===== src/rtl/mbs_pkg.sv =====
package mbs_pkg;
  typedef enum logic [2:0] {
    PH_IDLE = 3'd0,
    PH_T1   = 3'd1,
    PH_T2   = 3'd2,
    PH_T3   = 3'd3,
    PH_TW   = 3'd4,
    PH_T4   = 3'd5
  } phase_t;
endpackage


===== src/rtl/mbs_cmd_reg.sv =====
module mbs_cmd_reg #(
  parameter int DATA_W = 16,
  parameter int HI_W   = 4
) (
  input  logic                   clk,
  input  logic                   rst_n,
  input  logic                   load,
  input  logic                   in_write,
  input  logic                   in_mem,
  input  logic [DATA_W+HI_W-1:0] in_addr,
  input  logic [DATA_W-1:0]      in_wdata,
  input  logic [DATA_W/8-1:0]    in_be,
  output logic                   cmd_write,
  output logic                   cmd_mem,
  output logic [DATA_W+HI_W-1:0] cmd_addr,
  output logic [DATA_W-1:0]      cmd_wdata,
  output logic [DATA_W/8-1:0]    cmd_be
);
  always_ff @(posedge clk or negedge rst_n) begin
    if (!rst_n) begin
      cmd_write <= 1'b0;
      cmd_mem   <= 1'b0;
      cmd_addr  <= '0;
      cmd_wdata <= '0;
      cmd_be    <= '0;
    end else if (load) begin
      cmd_write <= in_write;
      cmd_mem   <= in_mem;
      cmd_addr  <= in_addr;
      cmd_wdata <= in_wdata;
      cmd_be    <= in_be;
    end
  end
endmodule


===== src/rtl/mbs_phase_fsm.sv =====
module mbs_phase_fsm
  import mbs_pkg::*;
(
  input  logic   clk,
  input  logic   rst_n,
  input  logic   req_valid,
  input  logic   ready,
  output phase_t phase,
  output logic   accept
);
  phase_t phase_nxt;

  always_comb begin
    phase_nxt = phase;
    unique case (phase)
      PH_IDLE: if (req_valid) phase_nxt = PH_T1;
      PH_T1:   phase_nxt = PH_T2;
      PH_T2:   phase_nxt = PH_T3;
      PH_T3,
      PH_TW:   phase_nxt = ready ? PH_T4 : PH_TW;
      PH_T4:   phase_nxt = PH_IDLE;
      default: phase_nxt = PH_IDLE;
    endcase
  end

  assign accept = (phase == PH_IDLE) && req_valid;

  always_ff @(posedge clk or negedge rst_n) begin
    if (!rst_n) phase <= PH_IDLE;
    else        phase <= phase_nxt;
  end
endmodule


===== src/rtl/mbs_pin_drive.sv =====
module mbs_pin_drive
  import mbs_pkg::*;
#(
  parameter int DATA_W = 16,
  parameter int HI_W   = 4
) (
  input  phase_t                 phase,
  input  logic                   cmd_write,
  input  logic                   cmd_mem,
  input  logic [DATA_W+HI_W-1:0] cmd_addr,
  input  logic [DATA_W-1:0]      cmd_wdata,
  input  logic [DATA_W/8-1:0]    cmd_be,
  output logic [DATA_W-1:0]      ad_out,
  output logic                   ad_oe,
  output logic [HI_W-1:0]        as_out,
  output logic                   ale,
  output logic                   rd_n,
  output logic                   wr_n,
  output logic                   m_io,
  output logic                   den_n,
  output logic                   dt_r,
  output logic                   bhe_n
);
  localparam int BE_W = DATA_W / 8;

  logic [DATA_W-1:0] wdata_lanes;
  logic [HI_W-1:0]   status;
  logic              strobe_on;

  for (genvar g = 0; g < BE_W; g++) begin : g_lane
    assign wdata_lanes[g*8 +: 8] = cmd_be[g] ? cmd_wdata[g*8 +: 8] : 8'h00;
  end

  assign status    = {{(HI_W-2){1'b0}}, cmd_mem, cmd_write};
  assign strobe_on = (phase == PH_T2) || (phase == PH_T3) || (phase == PH_TW);

  always_comb begin
    ad_out = '0;
    ad_oe  = 1'b0;
    as_out = '0;
    ale    = 1'b0;
    rd_n   = 1'b1;
    wr_n   = 1'b1;
    den_n  = 1'b1;
    m_io   = 1'b0;
    dt_r   = 1'b0;
    bhe_n  = 1'b1;
    if (phase != PH_IDLE) begin
      m_io = cmd_mem;
      dt_r = cmd_write;
      if (phase == PH_T1) begin
        ale    = 1'b1;
        ad_oe  = 1'b1;
        ad_out = cmd_addr[DATA_W-1:0];
        as_out = cmd_addr[DATA_W+HI_W-1:DATA_W];
        bhe_n  = ~cmd_be[BE_W-1];
      end else begin
        as_out = status;
        if (cmd_write) begin
          ad_oe  = 1'b1;
          ad_out = wdata_lanes;
        end
        rd_n  = ~(strobe_on & ~cmd_write);
        wr_n  = ~(strobe_on & cmd_write);
        den_n = ~strobe_on;
      end
    end
  end
endmodule


===== src/rtl/mbs_rdata_cap.sv =====
module mbs_rdata_cap
  import mbs_pkg::*;
#(
  parameter int DATA_W = 16
) (
  input  logic                clk,
  input  logic                rst_n,
  input  phase_t              phase,
  input  logic                ready,
  input  logic                cmd_write,
  input  logic [DATA_W/8-1:0] cmd_be,
  input  logic [DATA_W-1:0]   ad_in,
  output logic                rsp_valid,
  output logic [DATA_W-1:0]   rsp_rdata
);
  localparam int BE_W = DATA_W / 8;

  logic [DATA_W-1:0] lanes;
  logic              last_wait;
  logic              cap_en;
  logic              valid_nxt;

  for (genvar g = 0; g < BE_W; g++) begin : g_lane
    assign lanes[g*8 +: 8] = cmd_be[g] ? ad_in[g*8 +: 8] : 8'h00;
  end

  assign last_wait = ((phase == PH_T3) || (phase == PH_TW)) && ready;
  assign cap_en    = last_wait && !cmd_write;
  assign valid_nxt = last_wait;

  always_ff @(posedge clk or negedge rst_n) begin
    if (!rst_n) rsp_valid <= 1'b0;
    else        rsp_valid <= valid_nxt;
  end

  always_ff @(posedge clk or negedge rst_n) begin
    if (!rst_n)      rsp_rdata <= '0;
    else if (cap_en) rsp_rdata <= lanes;
  end
endmodule


===== src/rtl/mux_bus_seq.sv =====
module mux_bus_seq
  import mbs_pkg::*;
#(
  parameter int DATA_W = 16,
  parameter int HI_W   = 4
) (
  input  logic                   clk,
  input  logic                   rst_n,
  input  logic                   req_valid,
  output logic                   req_ready,
  input  logic                   req_write,
  input  logic                   req_mem,
  input  logic [DATA_W+HI_W-1:0] req_addr,
  input  logic [DATA_W-1:0]      req_wdata,
  input  logic [DATA_W/8-1:0]    req_be,
  output logic                   rsp_valid,
  output logic [DATA_W-1:0]      rsp_rdata,
  output logic [DATA_W-1:0]      ad_out,
  output logic                   ad_oe,
  input  logic [DATA_W-1:0]      ad_in,
  output logic [HI_W-1:0]        as_out,
  output logic                   ale,
  output logic                   rd_n,
  output logic                   wr_n,
  output logic                   m_io,
  output logic                   den_n,
  output logic                   dt_r,
  output logic                   bhe_n,
  input  logic                   ready
);
  localparam int ADDR_W = DATA_W + HI_W;
  localparam int BE_W   = DATA_W / 8;

  phase_t            phase;
  logic              accept;
  logic              cmd_write;
  logic              cmd_mem;
  logic [ADDR_W-1:0] cmd_addr;
  logic [DATA_W-1:0] cmd_wdata;
  logic [BE_W-1:0]   cmd_be;

  assign req_ready = (phase == PH_IDLE);

  mbs_phase_fsm i_fsm (
    .clk       (clk),
    .rst_n     (rst_n),
    .req_valid (req_valid),
    .ready     (ready),
    .phase     (phase),
    .accept    (accept)
  );

  mbs_cmd_reg #(.DATA_W(DATA_W), .HI_W(HI_W)) i_cmd (
    .clk       (clk),
    .rst_n     (rst_n),
    .load      (accept),
    .in_write  (req_write),
    .in_mem    (req_mem),
    .in_addr   (req_addr),
    .in_wdata  (req_wdata),
    .in_be     (req_be),
    .cmd_write (cmd_write),
    .cmd_mem   (cmd_mem),
    .cmd_addr  (cmd_addr),
    .cmd_wdata (cmd_wdata),
    .cmd_be    (cmd_be)
  );

  mbs_pin_drive #(.DATA_W(DATA_W), .HI_W(HI_W)) i_pins (
    .phase     (phase),
    .cmd_write (cmd_write),
    .cmd_mem   (cmd_mem),
    .cmd_addr  (cmd_addr),
    .cmd_wdata (cmd_wdata),
    .cmd_be    (cmd_be),
    .ad_out    (ad_out),
    .ad_oe     (ad_oe),
    .as_out    (as_out),
    .ale       (ale),
    .rd_n      (rd_n),
    .wr_n      (wr_n),
    .m_io      (m_io),
    .den_n     (den_n),
    .dt_r      (dt_r),
    .bhe_n     (bhe_n)
  );

  mbs_rdata_cap #(.DATA_W(DATA_W)) i_cap (
    .clk       (clk),
    .rst_n     (rst_n),
    .phase     (phase),
    .ready     (ready),
    .cmd_write (cmd_write),
    .cmd_be    (cmd_be),
    .ad_in     (ad_in),
    .rsp_valid (rsp_valid),
    .rsp_rdata (rsp_rdata)
  );
endmodule


===== config.mk =====
export PLATFORM = sky130hd
export DESIGN_NAME = mux_bus_seq
export DESIGN_NICKNAME = d
export VERILOG_FILES = /design/src/rtl/mbs_pkg.sv /design/src/rtl/mbs_cmd_reg.sv /design/src/rtl/mbs_phase_fsm.sv /design/src/rtl/mbs_pin_drive.sv /design/src/rtl/mbs_rdata_cap.sv /design/src/rtl/mux_bus_seq.sv
export SDC_FILE = /design/constraint.sdc
export NUM_CORES = 1
export LEC_CHECK = 0
export ABC_AREA = 1
export CAP_MARGIN = 0
export CORE_UTILIZATION = 40
export CTS_CLUSTER_DIAMETER = 40
export DETAILED_ROUTE_END_ITERATION = 6
export PLACE_DENSITY_LB_ADDON = 0.1
export SYNTH_ARGS = -nofsm -noshare
export SYNTH_HDL_FRONTEND = slang
export SYNTH_SLANG_ARGS = --single-unit

===== constraint.sdc =====
create_clock -name clk -period 1.15 [get_ports clk]
set_input_delay 0.1725 -clock clk [delete_from_list [all_inputs] [get_ports clk]]
set_output_delay 0.1725 -clock clk [all_outputs]
set_load 0.01 [all_outputs]

# [Yosys cells after proc, flatten, opt, wreduce, memory -nomap -nowiden]
# Index checks and enable logic that the tools add are counted.
[word_totals] word_cells=57 output_inout_bits=46 inputBits=60 reg_bits=60
[classes] n_mux=27 bitwise_logic=7 n_reduce_logical=10 eq_ne=5
[op_table] op="16-bit two-way mux" count=3
[op_table] op="8-bit two-way mux" count=4
[op_table] op="1-bit two-way mux" count=16
[op_table] op="3-bit one-hot mux with 4 select lines" count=1
[op_table] op="4-bit two-way mux" count=2
[op_table] op="3-bit by 2-bit equality test with 1-bit output (second input constant)" count=2
[op_table] op="1-bit inverter" count=5
[op_table] op="3-bit by 1-bit equality test with 1-bit output (second input constant)" count=1
[op_table] op="3-bit equality test (second input constant)" count=1
[op_table] op="1-bit logical AND" count=3
[op_table] op="3-bit zero test" count=1
[op_table] op="1-bit logical OR" count=3
[op_table] op="3-bit two-way mux" count=1
[op_table] op="3-bit nonzero test" count=1
[op_table] op="1-bit AND" count=2
[op_table] op="2-bit inequality test (second input constant)" count=1
[op_table] op="2-bit OR reduction" count=1
[op_table] op="1-bit zero test" count=1

# [Depth between registers and ports, before layout]
# Gate-level depths: netlist of the first run.
[depth] depth_word=7 ltp_mapped=7 mapped_depth_nobuf=6

# [Hierarchy]
# A second synthesis of the first run with hierarchy kept.
[unflattened] hier_cells=424 hier_area_um2=3233.1
[by_module_without_submodules] mod="mbs_cmd_reg" n_inst=1 area_each_um2=1605.3 cells_per_inst=170 seq_area_each_um2=1001.0
[by_module_without_submodules] mod="mbs_rdata_cap" n_inst=1 area_each_um2=897.1 cells_per_inst=116 seq_area_each_um2=425.4
[by_module_without_submodules] mod="mbs_pin_drive" n_inst=1 area_each_um2=565.5 cells_per_inst=114 seq_area_each_um2=0.0
[by_module_without_submodules] mod="mbs_phase_fsm" n_inst=1 area_each_um2=147.6 cells_per_inst=20 seq_area_each_um2=75.1
[by_module_without_submodules] mod="mux_bus_seq" n_inst=1 area_each_um2=17.5 cells_per_inst=4 seq_area_each_um2=0.0

# [Worst setup path before layout of the first run]
# OpenSTA, ideal clock, no wires.
[synth_timing] path_type="reg-to-output" startpoint="register i_fsm.phase[1]" endpoint="output as_out[1]" path_slack_ps=-138 path_stages_with_launch=7 arrival_time_ps=1115 required_ps=978 path_cell_list="dfrtp_1 > nor2_1 > inv_2 > nor2_2 > buf_2 > nand2_1 > o21ai_0"
[synth_between] elab_chain_len=3 word_cells_on_any_way=4 classes_between="1 x eq/ne; 2 x mux; 1 x reduce/logical"
[synth_rtl] item="start, declared" line="mbs_phase_fsm.sv:8" source="output phase_t phase,"
[synth_rtl] item="start signal, assigned" line="mbs_phase_fsm.sv:30" source="else phase <= phase_nxt;"
[synth_rtl] item="3-bit by 1-bit equality test with 1-bit output" line="mbs_pin_drive.sv:51" source="if (phase == PH_T1) begin"
[synth_rtl] item="4-bit two-way mux" line="mbs_pin_drive.sv:51"
[synth_rtl] item="4-bit two-way mux (*)" line="mbs_pin_drive.sv:48" source="if (phase != PH_IDLE) begin"
[synth_rtl] item="end, declared" line="mux_bus_seq.sv:21" source="output logic [HI_W-1:0] as_out,"
# Every way passes the cells marked *; elsewhere a longest branch is shown, timed or not.

# [Final worst setup path of the first run]
[layout_timing] startpoint="register i_fsm.phase[2]" endpoint="output ad_out[6]"
[layout_between] elab_chain_len=3 word_cells_on_any_way=4 classes_between="1 x eq/ne; 2 x mux; 1 x reduce/logical"
[layout_rtl] item="3-bit by 1-bit equality test with 1-bit output" line="mbs_pin_drive.sv:51"
[layout_rtl] item="16-bit two-way mux" line="mbs_pin_drive.sv:51"
[layout_rtl] item="16-bit two-way mux (*)" line="mbs_pin_drive.sv:48"
[layout_rtl] item="end, declared" line="mux_bus_seq.sv:18" source="output logic [DATA_W-1:0] ad_out,"
# Marks and branches as above.

==> results of run 1 <==
-- cells in the final DEF, fill, tap and decap left out, types with 2 or more instances in the layout --
cell type        synthesis  final
buf_12                   0     13
o21ai_2                  0     13
dfrtp_1                 60     60
nand3_1                 41     24
o21ai_1                 12      3
buf_6                    1     14
nand3_4                  1      4
nand2_1                174     94
nand4_1                 17     17
bufinv_16                0      3
buf_2                   16     22
nor2_2                   2      2
buf_4                    1     21
clkbuf_16                0      2
clkbuf_2                 0     16
nand2_2                  0     56
inv_2                    4      6
buf_16                   0      4
inv_1                   24     20
nor2_4                   0      4
nand2_4                  1     23
clkdlybuf4s50_1          0     58
clkbuf_8                 0     11
buf_8                    0      2
nand3_2                  0     15
nand2_8                  0      2
-- routing by layer --
metal / track usage [%] / up-vias
met4: 10.76 / 0
met3: 4.571 / 18
met1: 34.16 / 1531
li1: - / 1471
met2: 43.72 / 136
met5: 0 / -
-- final cells by class --
class,instances,area (um^2)
multi-input cells,261,1669
fillers,496,1610
repair buffers,155,1565
flip-flops and latches,60,1501
clock buffers,12,155.1
well taps,96,120.1
inverters,28,115.1
clock inverters,4,95.09
-- worst paths after layout --
| check | start | end | slack [ns] | depth (start not counted) |
|---|---|---|---|---|
| max | i_fsm.phase[2] | ad_out[6] | -0.71 | 7 |
| min | rst_n | i_cap.rsp_rdata[14] | 0.37 | 3 |
| max reg2reg | i_fsm.phase[1] | i_cmd.cmd_addr[11] | -0.51 | 11 |
| min reg2reg | i_cap.rsp_rdata[11] | i_cap.rsp_rdata[11] | 0.48 | 2 |
| max in group asynchronous | rst_n | i_cmd.cmd_addr[18] | 0.52 | 3 |
| min in group clk | req_wdata[9] | i_cmd.cmd_wdata[9] | 0.38 | 3 |
-- where the power goes --
| group | internal (uW) | leakage (uW) | switching [uW] |
|---|---|---|---|
| sequential | 3030 | 0.000767 | 873 |
| combinational | 3850 | 0.00176 | 4070 |
| clock | 1560 | 0.000127 | 873 |
| total | 8430 | 0.00265 | 5810 |
-- state kept, by name, summed over array words and instances (netlist names) --
name             cells
i_cmd.cmd_addr      20
i_cap.rsp_rdata     16
i_cmd.cmd_wdata     16
i_fsm.phase          3
i_cmd.cmd_be         2
i_cap.rsp_valid      1
i_cmd.cmd_mem        1
i_cmd.cmd_write      1
-- synth_stat cells --
library cell,number
buf_6,1
dfrtp_1,60
a21oi_1,3
nand4_1,17
nand3_1,41
inv_2,4
nor2_1,5
buf_2,16
nand3_4,1
inv_1,24
clkbuf_1,7
o21ai_0,4
buf_4,1
nand2_1,174
nand2_4,1
o21ai_1,12
nor2_2,2
-- through the flow --
stage | cell area, um^2 | power [uW] | setup WS, ns | instances
finish | 5221 | 14240 | -0.7069 | 616
global route | 5221 | 14970 | -0.7375 | 616
CTS | 4826 | 12620 | -0.6115 | 612
detailed placement | 4268 | 9206 | -0.6003 | 577
global placement | 4268 | 9097 | -0.5483 | 577
floorplan | 2963 | 6439 | -0.04817 | 373
-- cell families (layout without fill, tap and decap cells) --
group                  after synthesis  count (layout)  share of synthesized area (%)
buffers and inverters               53             199                          8.074
DFF                                 60              60                          52.65
AOI/OAI and AO/OA                   19              19                          3.335
and+or+nand+nor                    241             242                          35.94
-- worst reg2reg max path: stages, from the launching register on --
cell	delay (ns)
dfrtp_1	0.41
buf_6	0.13
nor2_4	0.13
buf_6	0.14
nand2_8	0.07
inv_8	0.07
buf_6	0.12
nand2_8	0.09
buf_12	0.16
buf_8	0.13
nand2_2	0.06
nand2_1	0.05
-- repair_timing --
action,CTS,global route
gates resized for setup,178,150
cloned,8,2
pin swaps,8,23
hold buffers,1,0
hold endpoints to repair,60,0
setup buffers,10,7
endpoints found under the setup margin,103,102
==> flow_summary.ini, run 1 <==
[run_status]
status = complete, but fails checks
violations = setup timing

[sta]
setup_violations = 88
finalSetupTns_ns = -39.56
worst_slew_pin_slew_ns = 0.3658
fin_ws_ns = -0.7069
fin_crit_sh_pct = 161.5
rsz0062_at_grt = true
post-route-min-period_ns = 1.857
skew_ns = 0.007137
fin_hold_ws_ns = 0.3736
hold_violations = 0
max_freq_mhz = 538.5
slew_viol_final = 0
slew_headroom_pct = 75.61

[route]
avgViaCountPerCell = 5.123
drcViolationCount = 0
ant_nets = 0
wl_met1_um = 4149
post_drt_wl_per_cell_um = 16.59
num_vias = 3156
totalWireLength_um = 10220
routed.top_layer = met4
dr_wl_met2_um = 5271
dr.pass1.iters = 5
dr.first_iter.drc_count = 175
dr_wl_met3_um = 616

[yosys]
syn_nets = 433
yosysTopAreaCell = dfrtp_1
synth_top_area_share_pct = 52.65
ys_seq_area_share_pct = 52.65
syn_inst = 373
syn_avg_cell_area_um2 = 7.645
ys_ff_latch = 60
yosys-top-cells-area = dfrtp_1 53%, nand2_1 23%, nand3_1 7.2%
ys_types = 17
synth-warning-count = 0
syn_area_um2 = 2851

[run]
max_cap_violations = 0

[cells_and_area]
postLayoutCoreUtil_pct = 76.43
final_nets = 575
drive_above_1_share_pct = 45.77
n_antenna_cell = 0
area_delta_synth_final_pct = 83.11

[clock_network]
root_buffer = clkbuf_8
clk_pin_slew_worst_paths_ns = 0.07
numCtsBuffers = 9
clock-sinks = 60
htreeDepth = 3
insertion_delay_ns = 0.34
clockBufferDepth = 2
cts_tree = built

[critical_path]
cp_top_family = buffers and inverters
path_buf_inv = 3
crit_path_start_kind = flop
cpPeakStageDelay_ns = 0.40
arrival_ns = 1.68
crit_required_ns = 0.98
cp-end-kind = primary output
worstSetupPathType = reg2out
path_cells = nor2_2 > inv_2 > nor2_4 > clkbuf_16 > nand2_1 > o21ai_2 > buf_2
slowest_stage = dfrtp_1
crit_fanout = 11

[die]
dieArea_um2 = 7470
pin_count = 106
core-area_um2 = 6832
initial_core_util_pct = 41.74
die_w_um = 86.43
row_count = 30
die_y_um = 86.43

[grt]
grt_pass1_vias = 2961
grt_max_degree = 61
grtUsageTotal_pct = 26.30
grt-ovfl-total = 0
grt_pass1_wl_um = 14740
antenna_found_initial = 0

[placed_design]
place.gp.congestion = 0.7637
port_buffers = 105
dpl.hpwl_um = 5515

[pwr]
leakage_uw = 0.002654
pwr_density_cell_nw_per_um2 = 2728
peakVddDrop_v = 0.001300

[hold_path]
hp-class = in2async
(Power assumes the default switching activity.)
==> inputs of run 2 (changes only) <==
--- a/config.mk
+++ b/config.mk
@@ -11,6 +11,7 @@
 export CTS_CLUSTER_DIAMETER = 40
 export DETAILED_ROUTE_END_ITERATION = 6
 export PLACE_DENSITY_LB_ADDON = 0.1
+export SKIP_CTS_REPAIR_TIMING = 1
 export SYNTH_ARGS = -nofsm -noshare
 export SYNTH_HDL_FRONTEND = slang
 export SYNTH_SLANG_ARGS = --single-unit
==> flow_summary.ini, run 2 (synthesis results as in run 1) <==
[critical_path]
path_cells = nor2_2 > inv_2 > nor2_4 > clkbuf_16 > nand2_1 > o21ai_2 > buf_2
crit_path_start_kind = flop
cp_top_family = buffers and inverters
cpPeakStageDelay_ns = 0.39
crit_required_ns = 0.98
cp-end-kind = primary output
worstSetupPathType = reg2out
crit_fanout = 11
arrival_ns = 1.56
slowest_stage = dfrtp_1
path_buf_inv = 3

[placed_design]
port_buffers = 105
dpl.hpwl_um = 5515
dp_slack_ns = -0.6003
postPlaceCellArea_um2 = 4268
place.gp.congestion = 0.7637

[run]
max_cap_violations = 0

[pwr]
p_switching_uw = 5133
p_seq_share_pct = 29.5
leakage_uw = 0.002788
swShare_pct = 39.56
peakVddDrop_v = 0.001228
comb_power_share_pct = 52.0
pwr_density_cell_nw_per_um2 = 2595
p_clk_share_pct = 18.5
internal_power_uw = 7842

[sta]
fin_crit_sh_pct = 150.9
slew_viol_final = 0
skew_ns = 0.01130
hold_violations = 0
fin_ws_ns = -0.5855
post-route-min-period_ns = 1.735
slew_headroom_pct = 76.66
max_freq_mhz = 576.2
rsz0062_at_grt = true
worst_slew_pin_slew_ns = 0.3502
setup_violations = 88

[die]
dieArea_um2 = 7470
core-area_um2 = 6832
die_w_um = 86.43
row_count = 30
initial_core_util_pct = 41.74
die_y_um = 86.43
pin_count = 106

[clock_network]
root_buffer = clkbuf_8
insertion_delay_ns = 0.33
htreeDepth = 3
clockBufferDepth = 2
clock-sinks = 60
clk_pin_slew_worst_paths_ns = 0.07
cts_tree = built
numCtsBuffers = 9

[cells_and_area]
final_nets = 566
final_cell_mix = 97 x nand2_1, 60 x dfrtp_1, 58 x clkdlybuf4s50_1, 57 x nand2_2, 40 x nand3_1
final_common_cell = nand2_1
multiInputGateArea_um2 = 1528
regMostFlops = i_cmd.cmd_addr
postLayoutCoreUtil_pct = 73.19
fin_area_um2 = 5000
fillers = 543
area_delta_synth_final_pct = 75.34
largest_reg_flops = 20
drive_above_1_share_pct = 37.57
top_regs = i_cmd.cmd_addr (20), i_cap.rsp_rdata (16), i_cmd.cmd_wdata (16)
n_antenna_cell = 0
seq_area_um2 = 1501

[grt]
grtUsageTotal_pct = 22.27
grt-ovfl-total = 0
grt_pass1_wl_um = 12710
grt_max_degree = 61
grt_pass1_vias = 2674
antenna_found_initial = 0

[route]
dr.first_iter.drc_count = 124
drcViolationCount = 0
dr.pass1.iters = 4
totalWireLength_um = 8994
ant_nets = 0
post_drt_wl_per_cell_um = 14.82
avgViaCountPerCell = 4.934
num_vias = 2995

[run_status]
status = complete, but fails checks
violations = setup timing

[hold_path]
hp-class = in2async
run 2: changes by cell type in the layout (fill, tap and decap cells not counted), moves of 4 or more:
cell / before / now
nand3_1: 24 / 40
buf_16: 4 / 0
dlymetal6s2s_1: 0 / 17
buf_6: 14 / 7
clkbuf_2: 16 / 4
nand2_4: 23 / 19
nand3_2: 15 / 1
run 2: power by group through the flow:
stage | combinational [uW] | clock (uW) | sequential, uW
2_1_floorplan | 2880 | 0 | 3560
3_3_place_gp | 5520 | 0 | 3580
3_5_place_dp | 5610 | 0 | 3590
4_1_cts | 5620 | 2430 | 3570
5_1_grt | 7320 | 2530 | 3950
6_report | 6740 | 2400 | 3830
run 2: metrics by stage:
step                hold WS [ns]  power [uW]  instances  setup TNS (ns)
floorplan                -0.1231        6439        373          -1.205
global placement          0.2042        9097        577          -31.20
detailed placement        0.2014        9206        577          -33.63
CTS                      -0.1632       11630        593          -49.74
global route              0.3868       13810        607          -40.88
finish                    0.3745       12970        607          -33.74
run 2: tightest hold or removal path, cell delays in order:
cell and delay (ns):
dlygate4sd3_1 0.52, buf_2 0.12, buf_12 0.29
run 2: layout make-up:
class | instances | area share [%]
Multi-Input combinational cell | 261 | 30.56
Sequential cell | 60 | 30.03
Timing Repair Buffer | 146 | 29.85
Clock buffer | 12 | 3.103
Tap cell | 96 | 2.402
Inverter | 28 | 2.152
Clock inverter | 4 | 1.902
run 2: path summary, 6_finish.rpt:
path / startpoint / to / slack, ns / depth (start not counted)
max in group asynchronous: rst_n / i_cmd.cmd_wdata[5] / 0.50 / 3
min in group clk: req_addr[19] / i_cmd.cmd_addr[19] / 0.39 / 3
worst max register to register: i_fsm.phase[1] / i_cmd.cmd_wdata[2] / -0.38 / 9
worst min-delay path: rst_n / i_cap.rsp_rdata[14] / 0.37 / 3
worst max-delay path: i_fsm.phase[2] / ad_out[0] / -0.59 / 7
worst min register to register: i_cap.rsp_rdata[11] / i_cap.rsp_rdata[11] / 0.47 / 2
run 2: layer usage:
metal / wire [um] / part of all wire (%) / track usage, %
met3: 454 / 5.0 / 4.095
met2: 4503 / 50 / 34.34
met4: 163 / 1.8 / 10.00
met5: 0 / 0 / 0
met1: 3872 / 43 / 30.74
==> inputs of run 3 (changes only) <==
--- a/config.mk
+++ b/config.mk
@@ -10,7 +10,7 @@
 export CORE_UTILIZATION = 40
 export CTS_CLUSTER_DIAMETER = 40
 export DETAILED_ROUTE_END_ITERATION = 6
-export PLACE_DENSITY_LB_ADDON = 0.1
+export PLACE_DENSITY = 0.76
 export SKIP_CTS_REPAIR_TIMING = 1
 export SYNTH_ARGS = -nofsm -noshare
 export SYNTH_HDL_FRONTEND = slang
==> constraint.sdc (replaced) <==
create_clock -name clk -period 1.4 [get_ports clk]
set_input_delay 0.21 -clock clk [delete_from_list [all_inputs] [get_ports clk]]
set_output_delay 0.21 -clock clk [all_outputs]
set_load 0.01 [all_outputs]
==> flow_summary.ini, run 3 (synthesis results as in run 1) <==
[clock_network]
root_buffer = clkbuf_8
clock-sinks = 60
insertion_delay_ns = 0.33
htreeDepth = 3
numCtsBuffers = 9
cts_tree = built
clockBufferDepth = 2
clk_pin_slew_worst_paths_ns = 0.06

[placed_design]
placed_cells = 577
dpl.hpwl_um = 5698
port_buffers = 105
dp_slack_ns = -0.5058
postPlaceCellArea_um2 = 4153
place.gp.congestion = 0.8524

[pwr]
pwr_density_cell_nw_per_um2 = 2006
leakage_uw = 0.002720
peakVddDrop_v = 0.0007669

[critical_path]
arrival_ns = 1.70
crit_required_ns = 1.19
crit_fanout = 6
cp-end-kind = primary output
worstSetupPathType = reg2out
crit_path_start_kind = flop

[die]
initial_core_util_pct = 41.74
die_w_um = 86.43
die_y_um = 86.43
core-area_um2 = 6832
dieArea_um2 = 7470
row_count = 30
pin_count = 106

[sta]
fin_ws_ns = -0.5084
fin_crit_sh_pct = 136.3
hold_violations = 0
skew_ns = 0.005323
setup_violations = 74
max_freq_mhz = 524.0
rsz0062_at_grt = true
worst_slew_pin_slew_ns = 0.4690
post-route-min-period_ns = 1.908
slew_headroom_pct = 68.73
slew_viol_final = 0

[grt]
use_met2_pct = 37.45
met3_usage_pct = 4.000
grt_pass1_vias = 2823
grt_max_degree = 36
grtUsageTotal_pct = 22.81
grt-ovfl-total = 0
met1_usage_pct = 30.05
grt_pass1_wl_um = 13130
antenna_found_initial = 0
busiest_layer = met2

[cells_and_area]
final_cells = 607
top_regs = i_cmd.cmd_addr (20), i_cap.rsp_rdata (16), i_cmd.cmd_wdata (16)
n_antenna_cell = 0
final_common_cell = nand2_1
largest_reg_flops = 20
fin_area_um2 = 4574
fillers = 590
area_delta_synth_final_pct = 60.42
final_cell_mix = 152 x nand2_1, 60 x dfrtp_1, 58 x clkdlybuf4s50_1, 41 x nand3_1, 27 x buf_4
drive_above_1_share_pct = 23.48
regMostFlops = i_cmd.cmd_addr
final_nets = 566

[route]
totalWireLength_um = 8815
ant_nets = 0
dr.first_iter.drc_count = 139
avgViaCountPerCell = 4.886
post_drt_wl_per_cell_um = 14.52
dr.pass1.iters = 4
drcViolationCount = 0
num_vias = 2966

[hold_path]
hp-class = in2async

[run]
max_cap_violations = 0

[run_status]
status = complete, but fails checks
violations = setup timing
[run 3: cell count changes in the layout (fill, tap and decap cells not counted), moves of 5 or more]
cell / previous run / this run
nand2_1: 97 / 152
nand2_2: 57 / 16
nand2_4: 19 / 7
buf_12: 10 / 4
buf_4: 22 / 27
o21ai_1: 4 / 9
o21ai_2: 12 / 7
[run 3: path summary, 6_finish.rpt]
| path | depth (start not counted) | start | endpoint | slack (ns) |
|---|---|---|---|---|
| max in group asynchronous | 3 | rst_n | i_cmd.cmd_addr[14] | 0.52 |
| max reg2reg | 8 | i_fsm.phase[2] | i_cap.rsp_rdata[12] | -0.06 |
| max | 8 | i_fsm.phase[1] | as_out[3] | -0.51 |
| min in group clk | 3 | req_wdata[11] | i_cmd.cmd_wdata[11] | 0.43 |
| min reg2reg | 2 | i_cap.rsp_rdata[1] | i_cap.rsp_rdata[1] | 0.47 |
| min | 2 | rst_n | i_cmd.cmd_addr[5] | 0.40 |
[run 3: per-layer routing]
| layer | vias to the layer above | part of all wire (%) |
|---|---|---|
| met4 | 0 | 1.8 |
| met2 | 107 | 49 |
| li1 | 1446 | - |
| met1 | 1395 | 44 |
| met3 | 18 | 5.8 |
| met5 | - | 0 |
[run 3: critical path, cell delays in order (launching register included)]
cell and delay (ns):
dfrtp_1 0.41, nor2_2 0.16, inv_2 0.07, nor2_4 0.15
buf_6 0.12, buf_12 0.11, inv_1 0.07, nor2_1 0.11
buf_2 0.17
[run 3: cell type report]
| cell class | instances | area [um^2] | area share [%] |
|---|---|---|---|
| clock buffers | 15 | 176.4 | 3.857 |
| clock inverters | 1 | 5.005 | 0.1094 |
| inverters | 28 | 107.6 | 2.352 |
| multi-input cells | 261 | 1265 | 27.65 |
| flip-flops and latches | 60 | 1501 | 32.82 |
| well taps | 96 | 120.1 | 2.626 |
| repair buffers | 146 | 1399 | 30.58 |
[run 3: report_power, final]
group,leakage (uW),switching [uW],internal [uW]
combinational,0.00186,2600,2160
sequential,0.000767,507,2490
clock,0.0000937,635,787
[run 3: through the flow]
step	util (%)	total power [uW]	TNS [ns]	hold WS, ns
2_1_floorplan	-	5026	0	-0.08559
3_3_place_gp	60.79	7069	-10.71	0.1756
3_5_place_dp	60.79	7172	-13.64	0.1791
4_1_cts	63.44	8625	-26.06	-0.1827
5_1_grt	66.96	9854	-20.12	0.4050
6_report	66.96	9176	-13.25	0.3962
